<file path="config.mk">
export PLATFORM = sky130hd
export DESIGN_NAME = aud_serial_rx
export DESIGN_NICKNAME = d
export VERILOG_FILES = /design/src/rtl/aud_rx_pkg.sv /design/src/rtl/aud_rx_sampler.sv /design/src/rtl/aud_rx_framer.sv /design/src/rtl/aud_rx_assembler.sv /design/src/rtl/aud_serial_rx.sv
export SDC_FILE = /design/constraint.sdc
export NUM_CORES = 1
export LEC_CHECK = 0
export BUFFER_PORTS_ARGS = -buffer_cell sky130_fd_sc_hd__buf_2
export CORE_MARGIN = 3
export CORE_UTILIZATION = 25
export CTS_BUF_LIST = sky130_fd_sc_hd__clkbuf_8
export DETAILED_ROUTE_END_ITERATION = 16
export PLACE_DENSITY = 0.41
export SETUP_SLACK_MARGIN = 0.2
export SLEW_MARGIN = 10
export SYNTH_ARGS = -nofsm -noshare
export SYNTH_HDL_FRONTEND = slang
export SYNTH_HIERARCHICAL = 1
export SYNTH_SLANG_ARGS = --single-unit
export TNS_END_PERCENT = 20
</file>
<file path="constraint.sdc">
create_clock -name clk_i -period 5.9 [get_ports clk_i]
set_input_delay 0.295 -clock clk_i [delete_from_list [all_inputs] [get_ports clk_i]]
set_output_delay 0.295 -clock clk_i [all_outputs]
set_load 0.1 [all_outputs]
</file>
<file path="src/rtl/aud_rx_pkg.sv">
package aud_rx_pkg;

  typedef enum logic [2:0] {
    FMT_I2S = 3'b000,
    FMT_RJ  = 3'b001,
    FMT_DSP = 3'b010,
    FMT_LJ  = 3'b011
  } fmt_e;

  // Word length in bits for a width code; the reserved code maps to 24.
  function automatic int unsigned word_len(input logic [1:0] code);
    case (code)
      2'b01:   word_len = 20;
      2'b10:   word_len = 16;
      default: word_len = 24;
    endcase
  endfunction

endpackage

</file>
<file path="src/rtl/aud_rx_sampler.sv">
module aud_rx_sampler (
  input  logic clk_i,
  input  logic rst_ni,
  input  logic ws_i,
  input  logic sd_i,
  input  logic neg_sel_i,
  output logic ws_o,
  output logic sd_o
);

  logic ws_neg_q, sd_neg_q;

  // Falling-edge capture for the frame-sync format
  always_ff @(negedge clk_i or negedge rst_ni) begin
    if (!rst_ni) begin
      ws_neg_q <= 1'b0;
      sd_neg_q <= 1'b0;
    end else begin
      ws_neg_q <= ws_i;
      sd_neg_q <= sd_i;
    end
  end

  always_comb begin
    ws_o = neg_sel_i ? ws_neg_q : ws_i;
    sd_o = neg_sel_i ? sd_neg_q : sd_i;
  end

endmodule

</file>
<file path="src/rtl/aud_rx_framer.sv">
module aud_rx_framer
  import aud_rx_pkg::*;
#(
  parameter int unsigned SLOT_BITS = 32,
  parameter int unsigned SAMPLE_W  = 24,
  localparam int unsigned CNT_W    = $clog2(2 * SLOT_BITS),
  localparam int unsigned IDX_W    = $clog2(SAMPLE_W)
) (
  input  logic             clk_i,
  input  logic             rst_ni,
  input  logic             ws_i,
  input  logic [2:0]       mode_i,
  input  logic [1:0]       width_i,
  output logic             cap_o,
  output logic [IDX_W-1:0] idx_o,
  output logic             done_o,
  output logic             chan_r_o,
  output logic [2:0]       mode_q_o,
  output logic [1:0]       width_q_o
);

  localparam logic [CNT_W-1:0] CNT_MAX = '1;
  localparam logic [CNT_W-1:0] SLOT_C  = CNT_W'(SLOT_BITS);

  logic             ws_q, act_q, tog_q, chan_q;
  logic [CNT_W-1:0] pos_q;
  fmt_e             mode_q;
  logic [1:0]       width_q;

  logic             ws_q_n, act_n, tog_n, chan_n;
  logic [CNT_W-1:0] pos_n;
  fmt_e             mode_n;
  logic [1:0]       width_n;

  logic             anchor, anc_r, load, supported;
  logic [CNT_W-1:0] wlen, off, rel;

  always_comb begin
    anchor = 1'b0;
    anc_r  = 1'b0;
    case (mode_q)
      FMT_I2S:        begin anchor = ws_i ^ ws_q;   anc_r = ws_i;  end
      FMT_LJ, FMT_RJ: begin anchor = ws_i ^ ws_q;   anc_r = ~ws_i; end
      FMT_DSP:        begin anchor = ws_i & ~ws_q;  anc_r = tog_q; end
      default:        ;
    endcase

    // configuration is reloaded at a left word start or while idle
    load    = (anchor & ~anc_r) | ~act_q;
    mode_n  = load ? fmt_e'(mode_i) : mode_q;
    width_n = load ? width_i : width_q;

    wlen = CNT_W'(word_len(width_n));
    case (mode_n)
      FMT_LJ:  off = '0;
      FMT_RJ:  off = SLOT_C - wlen;
      default: off = CNT_W'(1);
    endcase
    supported = ~mode_n[2];

    ws_q_n = ws_i;
    pos_n  = anchor ? '0 : ((pos_q == CNT_MAX) ? pos_q : pos_q + 1'b1);
    chan_n = anchor ? anc_r : chan_q;
    act_n  = act_q | anchor;
    tog_n  = (anchor && mode_q == FMT_DSP) ? ~tog_q : tog_q;

    rel    = pos_n - off;
    cap_o  = act_n & supported & (pos_n >= off) & (pos_n < off + wlen);
    idx_o  = rel[IDX_W-1:0];
    done_o = cap_o & (rel == wlen - 1'b1);
  end

  always_ff @(posedge clk_i or negedge rst_ni) begin
    if (!rst_ni) begin
      ws_q    <= 1'b0;
      act_q   <= 1'b0;
      tog_q   <= 1'b0;
      chan_q  <= 1'b0;
      pos_q   <= '0;
      mode_q  <= FMT_I2S;
      width_q <= 2'b00;
    end else begin
      ws_q    <= ws_q_n;
      act_q   <= act_n;
      tog_q   <= tog_n;
      chan_q  <= chan_n;
      pos_q   <= pos_n;
      mode_q  <= mode_n;
      width_q <= width_n;
    end
  end

  assign chan_r_o  = chan_n;
  assign mode_q_o  = mode_q;
  assign width_q_o = width_q;

endmodule

</file>
<file path="src/rtl/aud_rx_assembler.sv">
module aud_rx_assembler #(
  parameter int unsigned SAMPLE_W = 24,
  localparam int unsigned IDX_W   = $clog2(SAMPLE_W)
) (
  input  logic                clk_i,
  input  logic                rst_ni,
  input  logic                sd_i,
  input  logic                cap_i,
  input  logic [IDX_W-1:0]    idx_i,
  input  logic                done_i,
  input  logic                chan_r_i,
  output logic                valid_o,
  output logic [SAMPLE_W-1:0] left_o,
  output logic [SAMPLE_W-1:0] right_o
);

  localparam logic [IDX_W-1:0] TOP = IDX_W'(SAMPLE_W - 1);

  logic [SAMPLE_W-1:0] sreg_q, sreg_n, hold_q, hold_n, left_n, right_n;
  logic                have_l_q, have_l_n, valid_n;
  logic [IDX_W-1:0]    bitpos;

  always_comb begin
    bitpos   = TOP - idx_i;
    sreg_n   = sreg_q;
    hold_n   = hold_q;
    have_l_n = have_l_q;
    left_n   = left_o;
    right_n  = right_o;
    valid_n  = 1'b0;
    if (cap_i) begin
      if (idx_i == '0) sreg_n = '0;
      sreg_n[bitpos] = sd_i;
    end
    if (done_i && !chan_r_i) begin
      hold_n   = sreg_n;
      have_l_n = 1'b1;
    end else if (done_i && chan_r_i && have_l_q) begin
      left_n   = hold_q;
      right_n  = sreg_n;
      valid_n  = 1'b1;
      have_l_n = 1'b0;
    end
  end

  always_ff @(posedge clk_i or negedge rst_ni) begin
    if (!rst_ni) begin
      sreg_q   <= '0;
      hold_q   <= '0;
      have_l_q <= 1'b0;
      left_o   <= '0;
      right_o  <= '0;
      valid_o  <= 1'b0;
    end else begin
      sreg_q   <= sreg_n;
      hold_q   <= hold_n;
      have_l_q <= have_l_n;
      left_o   <= left_n;
      right_o  <= right_n;
      valid_o  <= valid_n;
    end
  end

endmodule

</file>
<file path="src/rtl/aud_serial_rx.sv">
module aud_serial_rx
  import aud_rx_pkg::*;
#(
  parameter int unsigned SLOT_BITS = 32,
  parameter int unsigned SAMPLE_W  = 24,
  localparam int unsigned IDX_W    = $clog2(SAMPLE_W)
) (
  input  logic                clk_i,
  input  logic                rst_ni,
  input  logic                ws_i,
  input  logic                sd_i,
  input  logic [2:0]          mode_i,
  input  logic [1:0]          width_i,
  output logic                valid_o,
  output logic [SAMPLE_W-1:0] left_o,
  output logic [SAMPLE_W-1:0] right_o
);

  logic [1:0]       rst_sync_q;
  logic             rst_sync_n;
  logic             ws_s, sd_s, cap, done, chan_r;
  logic [IDX_W-1:0] idx;
  logic [2:0]       cur_mode;
  logic [1:0]       cur_width;

  always_ff @(posedge clk_i or negedge rst_ni) begin
    if (!rst_ni) rst_sync_q <= 2'b00;
    else         rst_sync_q <= {rst_sync_q[0], 1'b1};
  end
  assign rst_sync_n = rst_sync_q[1];

  aud_rx_sampler u_smp (
    .clk_i     (clk_i),
    .rst_ni    (rst_sync_n),
    .ws_i      (ws_i),
    .sd_i      (sd_i),
    .neg_sel_i (cur_mode == FMT_DSP),
    .ws_o      (ws_s),
    .sd_o      (sd_s)
  );

  aud_rx_framer #(.SLOT_BITS(SLOT_BITS), .SAMPLE_W(SAMPLE_W)) u_frm (
    .clk_i     (clk_i),
    .rst_ni    (rst_sync_n),
    .ws_i      (ws_s),
    .mode_i    (mode_i),
    .width_i   (width_i),
    .cap_o     (cap),
    .idx_o     (idx),
    .done_o    (done),
    .chan_r_o  (chan_r),
    .mode_q_o  (cur_mode),
    .width_q_o (cur_width)
  );

  aud_rx_assembler #(.SAMPLE_W(SAMPLE_W)) u_asm (
    .clk_i    (clk_i),
    .rst_ni   (rst_sync_n),
    .sd_i     (sd_s),
    .cap_i    (cap),
    .idx_i    (idx),
    .done_i   (done),
    .chan_r_i (chan_r),
    .valid_o  (valid_o),
    .left_o   (left_o),
    .right_o  (right_o)
  );

endmodule

</file>
==> results of run 1 <==
## critical path: stages, from the launching register on
cell and delay [ps]:
dfrtn_1 330, mux2_4 290, ha_4 220, nor2_4 110, a21oi_4 70, o21ai_4 210
mux2_4 360, inv_4 60, ha_4 130, nor2b_4 150, inv_2 50, nand2_1 50
ha_2 210, o21ai_2 60, mux2i_1 130, nor2_1 70, ha_1 290, a21oi_1 120
o21ai_1 80, a21o_1 180, nor4b_4 290, buf_4 180, or4b_4 510, a211oi_4 290
o21ai_1 100
## worst paths after layout
| path | startpoint | end | slack, ps | cells after the start |
|---|---|---|---|---|
| setup / recovery | u_smp/ws_neg_q | u_asm/right_o[20] | -1670 | 24 |
| hold / removal | mode_i[1] | u_frm/mode_q_o[1] | 110 | 2 |
| setup reg to reg | u_smp/ws_neg_q | u_asm/right_o[20] | -1670 | 24 |
| hold reg to reg | rst_sync_q[1] | u_asm/left_o[14] | 290 | 0 |
| max in group asynchronous | rst_sync_q[1] | u_smp/sd_neg_q | 2340 | 0 |
| min in group asynchronous | rst_ni | rst_sync_q[1] | 160 | 2 |
## final cells by class
type | instances | area, um2 | area share, %
clock inverter | 13 | 122.6 | 1.605
timing repair buffer | 149 | 1252 | 16.39
inverter | 37 | 153.9 | 2.014
clock buffer | 17 | 234.0 | 3.063
multi-input combinational | 357 | 2608 | 34.13
tap | 270 | 337.8 | 4.422
sequential | 117 | 2932 | 38.37
## layout by cell type (no fill, tap or decap), types with 4 or more instances in the layout
cell type / synthesis / routed
a21o_1: 4 / 4
a21oi_1: 47 / 28
a21oi_2: 0 / 19
a31oi_4: 0 / 11
and3_1: 16 / 14
buf_12: 0 / 9
buf_2: 3 / 57
buf_4: 2 / 65
buf_6: 1 / 9
clkbuf_8: 0 / 17
clkinv_2: 0 / 4
dfrtp_1: 115 / 114
ha_1: 15 / 11
inv_1: 35 / 32
inv_2: 2 / 6
nand2_1: 105 / 101
nand2_2: 0 / 4
nand2b_1: 4 / 4
nor2_1: 54 / 45
nor2_2: 0 / 6
nor2b_1: 4 / 4
nor3b_1: 5 / 5
o21ai_0: 13 / 5
o21ai_1: 3 / 8
xnor2_1: 4 / 4
xor2_1: 4 / 4
## cell usage after synthesis, types with 5 or more instances
library cell	instances	area [um2]
and3_1	16	100.1
mux2i_1	5	50.05
ha_1	15	187.7
clkbuf_1	21	78.83
nand2_1	105	394.1
nor3b_1	5	37.54
o21ai_0	13	65.06
a31oi_1	14	87.58
a21oi_1	47	235.2
dfrtp_1	115	2878
nor2_1	54	202.7
inv_1	35	131.4
## power groups by stage
| stage | combinational (uW) | sequential (uW) | clock (uW) |
|---|---|---|---|
| after floorplan | 1200 | 1140 | 0 |
| final | 2210 | 1070 | 691 |
| after global routing | 2440 | 1090 | 755 |
| after global placement | 2000 | 1070 | 0 |
| after detailed placement | 2020 | 1070 | 0 |
| after CTS | 2170 | 1070 | 717 |
## state kept, by name, indices dropped and copies added, names as in the netlist
register and flops:
u_frm/tog_q 1, u_asm/have_l_q 1, u_asm/left_o 24, u_asm/sreg_q 24, u_frm/width_q_o 2, u_frm/pos_q 6, u_asm/valid_o 1, u_frm/mode_q_o 3
u_frm/act_q 1, u_asm/hold_q 24, u_smp/ws_neg_q 1, rst_sync_q 2, u_frm/chan_q 1, u_asm/right_o 24, u_frm/ws_q 1, u_smp/sd_neg_q 1
## metrics by stage
step | std cells | area, um2
final | 960 | 7640
after global routing | 960 | 7640
after CTS | 950 | 7378
after detailed placement | 908 | 6633
after global placement | 908 | 6633
after floorplan | 539 | 5597
## cells by family after synthesis
| family | after synthesis | synth area share [%] |
|---|---|---|
| XOR/XNOR | 9 | 1.625 |
| AND/OR/NAND/NOR | 214 | 19.32 |
| adder cells (fa/ha/maj) | 15 | 3.534 |
| buffers and inverters | 65 | 4.947 |
| other | 1 | 0.07060 |
| AO/OA/AOI/OAI | 107 | 13.12 |
| flip-flops | 117 | 55.12 |
| multiplexers | 11 | 2.261 |
## timing repair
| item | CTS | global route |
|---|---|---|
| resized for setup | 56 | 34 |
| cloned | 3 | 4 |
| hold buffers | 1 | 0 |
| pin swaps | 28 | 19 |
| setup endpoints to repair | 98 | 98 |
| buffers inserted | 8 | 6 |
| endpoints found under the hold margin | 2 | 0 |
## metal layers
metal | global-route usage, % | up-vias
met1 | 17.43 | 2029
met4 | 4.358 | 0
met3 | 3.480 | 9
li1 | - | 2096
met5 | 0 | -
met2 | 18.49 | 64
==> impl_results.md, run 1 <==
* Int Power at ~2300 uW
* Synth Flop Type: dfrtp_1
* Filler instances at 2089
* Sw Ratio at 41.16%
* Clock power frac at 17.4%
* Max-slew violations at 0
* M1 WL at 7.093 mm
* Area Growth Syn to Fin at 43.84%
* Top Ports at between 50 and 60
* Critical path class: flop to flop
* Synth Instances at between 500 and 600
* Via count at between 4000 and 5000
* Worst min path class: input pin to flop
* Total Power at about 4000 uW
* Post-synthesis sequential area ratio at about 55%
* Clock Skew at 51.04 ps
* Final nets at between 700 and 800
* Diodes inserted at 0
* Post-synth EDFFs at 0
* Antenna-violating nets left at 0
* Worst rel slew slack at between 50% and 60%
* Vias in the first global route at 4238
* Setup_tns at -153430 ps
* Synth Register Bits at roughly 120
* Die W at between 150 and 200 um
* Comb power frac at a little under three fifths
* Share of layout cells above drive strength 1 at around 39%
* 1st-pass router iterations at 4
* Worst-Margin Slew at 703.0 ps
* Pwr per Cell Area at ~520 nW/um2
* Critical path launch point type: flop
* Setup Viol. Count Final at a little under 100
* Remaining DRCs at 0
* Post-layout util at between 30% and 40%
* # Max-Cap Violations at 0
* Die height at 151.8 um
* WL/cell at approximately 15 um
* Die area at about 23000 um2
* Post-synth cell types at 59
* Yosys synthesis warning count at 6
* Status: complete, but fails checks
* H-tree Lvls at 4
* WL met2 at slightly above 6 mm
* Final hold slack at about 110 ps
* Clk sinks at 117
* Core area at a little over 20000 um2
* Arr. time, crit path at 7880 ps
* Setup ws final at -1671 ps
* Post-DP HPWL at between 9 and 10 mm
* Synthesized cell area at approximately 5300 um2
* Overflow left after global routing at 0
* Worst-path clk slew at approximately 60 ps
* Seq pwr share at between 20% and 30%
* DRT iter0 DRCs at 200
* Site Rows at 52
* Violated checks: setup timing
* Async SR Flop Fraction at between 90% and 100%
* Net load switching power at 1636 uW
* Dpl ws at -1797 ps
* Root Buffer: clkbuf_8
* Initial antenna violation count at 0
* Routed vias/inst at roughly 4.4
* Total CTS buffers at 17
* DR top layer: met4
* Routed length on met3 at about 530 um
* Net Count, Synth at ~560
* First-pass GRT wire length at ~22 mm
* Synthesized area per cell at ~9.9 um2
* Final Hold Fails at 0
* Clk buf depth at 2
* IO buf count at 57
* Critical Path RT at around 6200 ps
* WL final at roughly 14 mm
* Critical path fanouts, max at 6
* Initial core utilization at 25.83%
* Leakage at approximately 0.0038 uW
* Gpl congestion at ~0.77
* RSZ-0062 raised after global routing: yes
* CP Capture Type: flop
* CTS tree: built
* Maximum vdd drop at 0.2430 mV
* Worst-Skew Late Latency at about 440 ps
* Gr usage total at approximately an eighth
* Pin count of the biggest net entering global routing at 53
No activity file was read; power rests on OpenSTA's default activity.
==> run 2, diff against run 1 <==
--- a/config.mk
+++ b/config.mk
@@ -10,7 +10,9 @@
 export CORE_UTILIZATION = 25
 export CTS_BUF_LIST = sky130_fd_sc_hd__clkbuf_8
 export DETAILED_ROUTE_END_ITERATION = 16
+export GPL_ROUTABILITY_DRIVEN = 0
 export PLACE_DENSITY = 0.41
+export REMOVE_ABC_BUFFERS = 1
 export SETUP_SLACK_MARGIN = 0.2
 export SLEW_MARGIN = 10
 export SYNTH_ARGS = -nofsm -noshare
==> run 2 against run 1 <==
The run still ends with setup timing left. Clock power decreased by 1%. Via count increased by 1.6%. Die area unchanged. Combinational power about the same. Highest routed layer unchanged. Count of clock-buffer cells in the layout unchanged. Sequential power about the same. Final cell count decreased by 0.52%. Worst hold slack got worse by 8.3 ps. Total power increased by 0.21%. Non-clock buffer count decreased by 6. Sequential share of layout area increased by 0.65 points.
==> impl_results.md, run 2 (synthesis gave the netlist of run 1 again) <==
* Vias in the first global route at 4268 (was 4238)
* Clk sinks at 117 (unchanged)
* Worst-Skew Late Latency at 450 ps (was 440 ps)
* Arr. time, crit path at 7910 ps (was 7880 ps)
* CTS tree: built (unchanged)
* Status: complete, but fails checks (unchanged)
* H-tree Lvls at 4 (unchanged)
* Violated checks: setup timing (unchanged)
* Critical path launch point type: flop (unchanged)
* Setup ws final at -1684 ps (was -1671 ps)
* Critical Path RT at 6220 ps (was 6210 ps)
* Initial core utilization at 25.83% (unchanged)
* Die W at 151.8 um (unchanged)
* Commonest non-fill, non-tap cell in the layout: dfrtp_1 (unchanged)
* Top Ports at 58 (unchanged)
* Worst min path class: input pin to flop (unchanged)
* Pin count of the biggest net entering global routing at 59 (was 53)
* Worst rel slew slack at 46.63% (was 53.13%)
* Final hold slack at 97.73 ps (was 106.1 ps)
* Post-DP HPWL at 8.899 mm (was 9.211 mm)
* Root Buffer: clkbuf_8 (unchanged)
* Clk buf depth at 2 (unchanged)
* Total Power at 3983 uW (was 3975 uW)
* Die height at 151.8 um (unchanged)
* WL/cell at 15.38 um (was 14.64 um)
* Total CTS buffers at 17 (unchanged)
* Routed length on met3 at 470 um (was 534 um)
* DRT iter0 DRCs at 173 (was 200)
* Core area at 20560 um2 (unchanged)
* RSZ-0062 raised after global routing: yes (unchanged)
* DR top layer: met4 (unchanged)
* Max-slew violations at 0 (unchanged)
* Most numerous cell on the critical path: ha_4
* Largest incremental delay on the critical path at 360 ps (was 510 ps)
* Leakage at 0.003799 uW (was 0.003834 uW)
* Maximum vdd drop at 0.2988 mV (was 0.2430 mV)
* Post-layout util at 36.54% (was 37.16%)
* Routed vias/inst at 4.468 (was 4.373)
* Worst-path clk slew at 70 ps (was 60 ps)
* Critical path fanouts, max at 7 (was 6)
* First-pass GRT wire length at 22.59 mm (was 22.25 mm)
* Final Hold Fails at 0 (unchanged)
* Diodes inserted at 0 (unchanged)
* Clock Skew at 58.35 ps (was 51.04 ps)
* Final nets at 697 (was 703)
* Non-Filler Instances at 955 (was 960)
* M1 WL at 7.162 mm (was 7.093 mm)
* Pwr per Cell Area at 530.1 nW/um2 (was 520.3 nW/um2)
* Area Growth Syn to Fin at 41.46% (was 43.84%)
* 1st-pass router iterations at 6 (was 4)
* Setup Viol. Count Final at 98 (unchanged)
* Remaining DRCs at 0 (unchanged)
* Initial antenna violation count at 0 (unchanged)
* Antenna-violating nets left at 0 (unchanged)
* IO buf count at 57 (unchanged)
* WL met2 at 6.889 mm (was 6.214 mm)
* WL final at 14.69 mm (was 14.06 mm)
* Via count at 4267 (was 4198)
* Critical path class: flop to flop (unchanged)
* Worst-Margin Slew at 800.5 ps (was 703.0 ps)
* Most frequent cells in the layout: dfrtp_1 (114), nand2_1 (98), buf_4 (60) (was dfrtp_1 (114), nand2_1 (101), buf_4 (65))
* Dpl cells at 905 (was 908)
* Gr usage total at 12.68% (was 12.46%)
* Share of layout cells above drive strength 1 at 38.10% (was 39.42%)
* Site Rows at 52 (unchanged)
* CP Capture Type: flop (unchanged)
* Die area at 23030 um2 (unchanged)
* Overflow left after global routing at 0 (unchanged)
* Slowest cell on crit path: nor4b_4 (was or4b_4)
* # Max-Cap Violations at 0 (unchanged)
run 2: changes by cell type in the layout (fill, tap and decap cells not counted), sizes merged:
cell and delta:
clkbuf +1, inv +1, buf -7, clkinv +1
bufinv -1
run 2: timing repair:
action / in CTS / in global routing
setup endpoints to repair: 98 / 98
endpoints found under the hold margin: 2 / 0
hold buffers: 1 / 0
pin swaps: 35 / 27
gates cloned: 1 / 5
buffers inserted: 5 / 7
gates resized for setup: 91 / 32
run 2: critical path, delay by kind of cell, from the launching register on:
family | cells | cell delay, ps
AO/OA/AOI/OAI | 8 | 970
adder cells (fa/ha/maj) | 4 | 830
buffers and inverters | 5 | 670
flip-flops | 1 | 330
multiplexers | 3 | 620
AND/OR/NAND/NOR | 7 | 1150
run 2: path summary, 6_finish.rpt:
check | from | endpoint | slack, ps | depth (start not counted)
max in group asynchronous | rst_sync_q[1] | u_smp/sd_neg_q | 2590 | 0
min reg2reg | rst_sync_q[1] | u_frm/act_q | 190 | 0
min | mode_i[1] | u_frm/mode_q_o[1] | 100 | 2
min in group asynchronous | rst_ni | rst_sync_q[1] | 170 | 2
max reg2reg | u_smp/ws_neg_q | u_asm/hold_q[2] | -1680 | 27
max | u_smp/ws_neg_q | u_asm/hold_q[2] | -1680 | 27
run 2: where the power goes:
group          switching (uW)  leakage (uW)  total, uW  internal, uW
clock network             355      0.000179        681           327
registers                 109       0.00157       1060           952
logic                    1250       0.00205       2240           991
total                    1710       0.00380       3980          2270
run 2: through the flow:
stage | cell area [um2] | setup TNS (ps) | worst slack, ps
finish | 7513 | -155030 | -1684
global route | 7513 | -179270 | -1925
CTS | 7237 | -152570 | -1642
detailed placement | 6375 | -203780 | -2212
global placement | 6375 | -186300 | -2016
floorplan | 5187 | -271190 | -3164
run 2: cell type report:
class / count / area, um2
fillers: 2094 / 13050
flip-flops and latches: 117 / 2932
multi-input cells: 357 / 2609
repair buffers: 143 / 1142
well taps: 270 / 337.8
clock buffers: 17 / 234.0
inverters: 37 / 146.4
clock inverters: 14 / 112.6
run 2: routing by layer:
layer	GRT usage [%]	up-vias
met2	19.49	62
met1	17.50	2107
met3	3.212	9
met4	4.178	0
met5	0	-
li1	-	2089
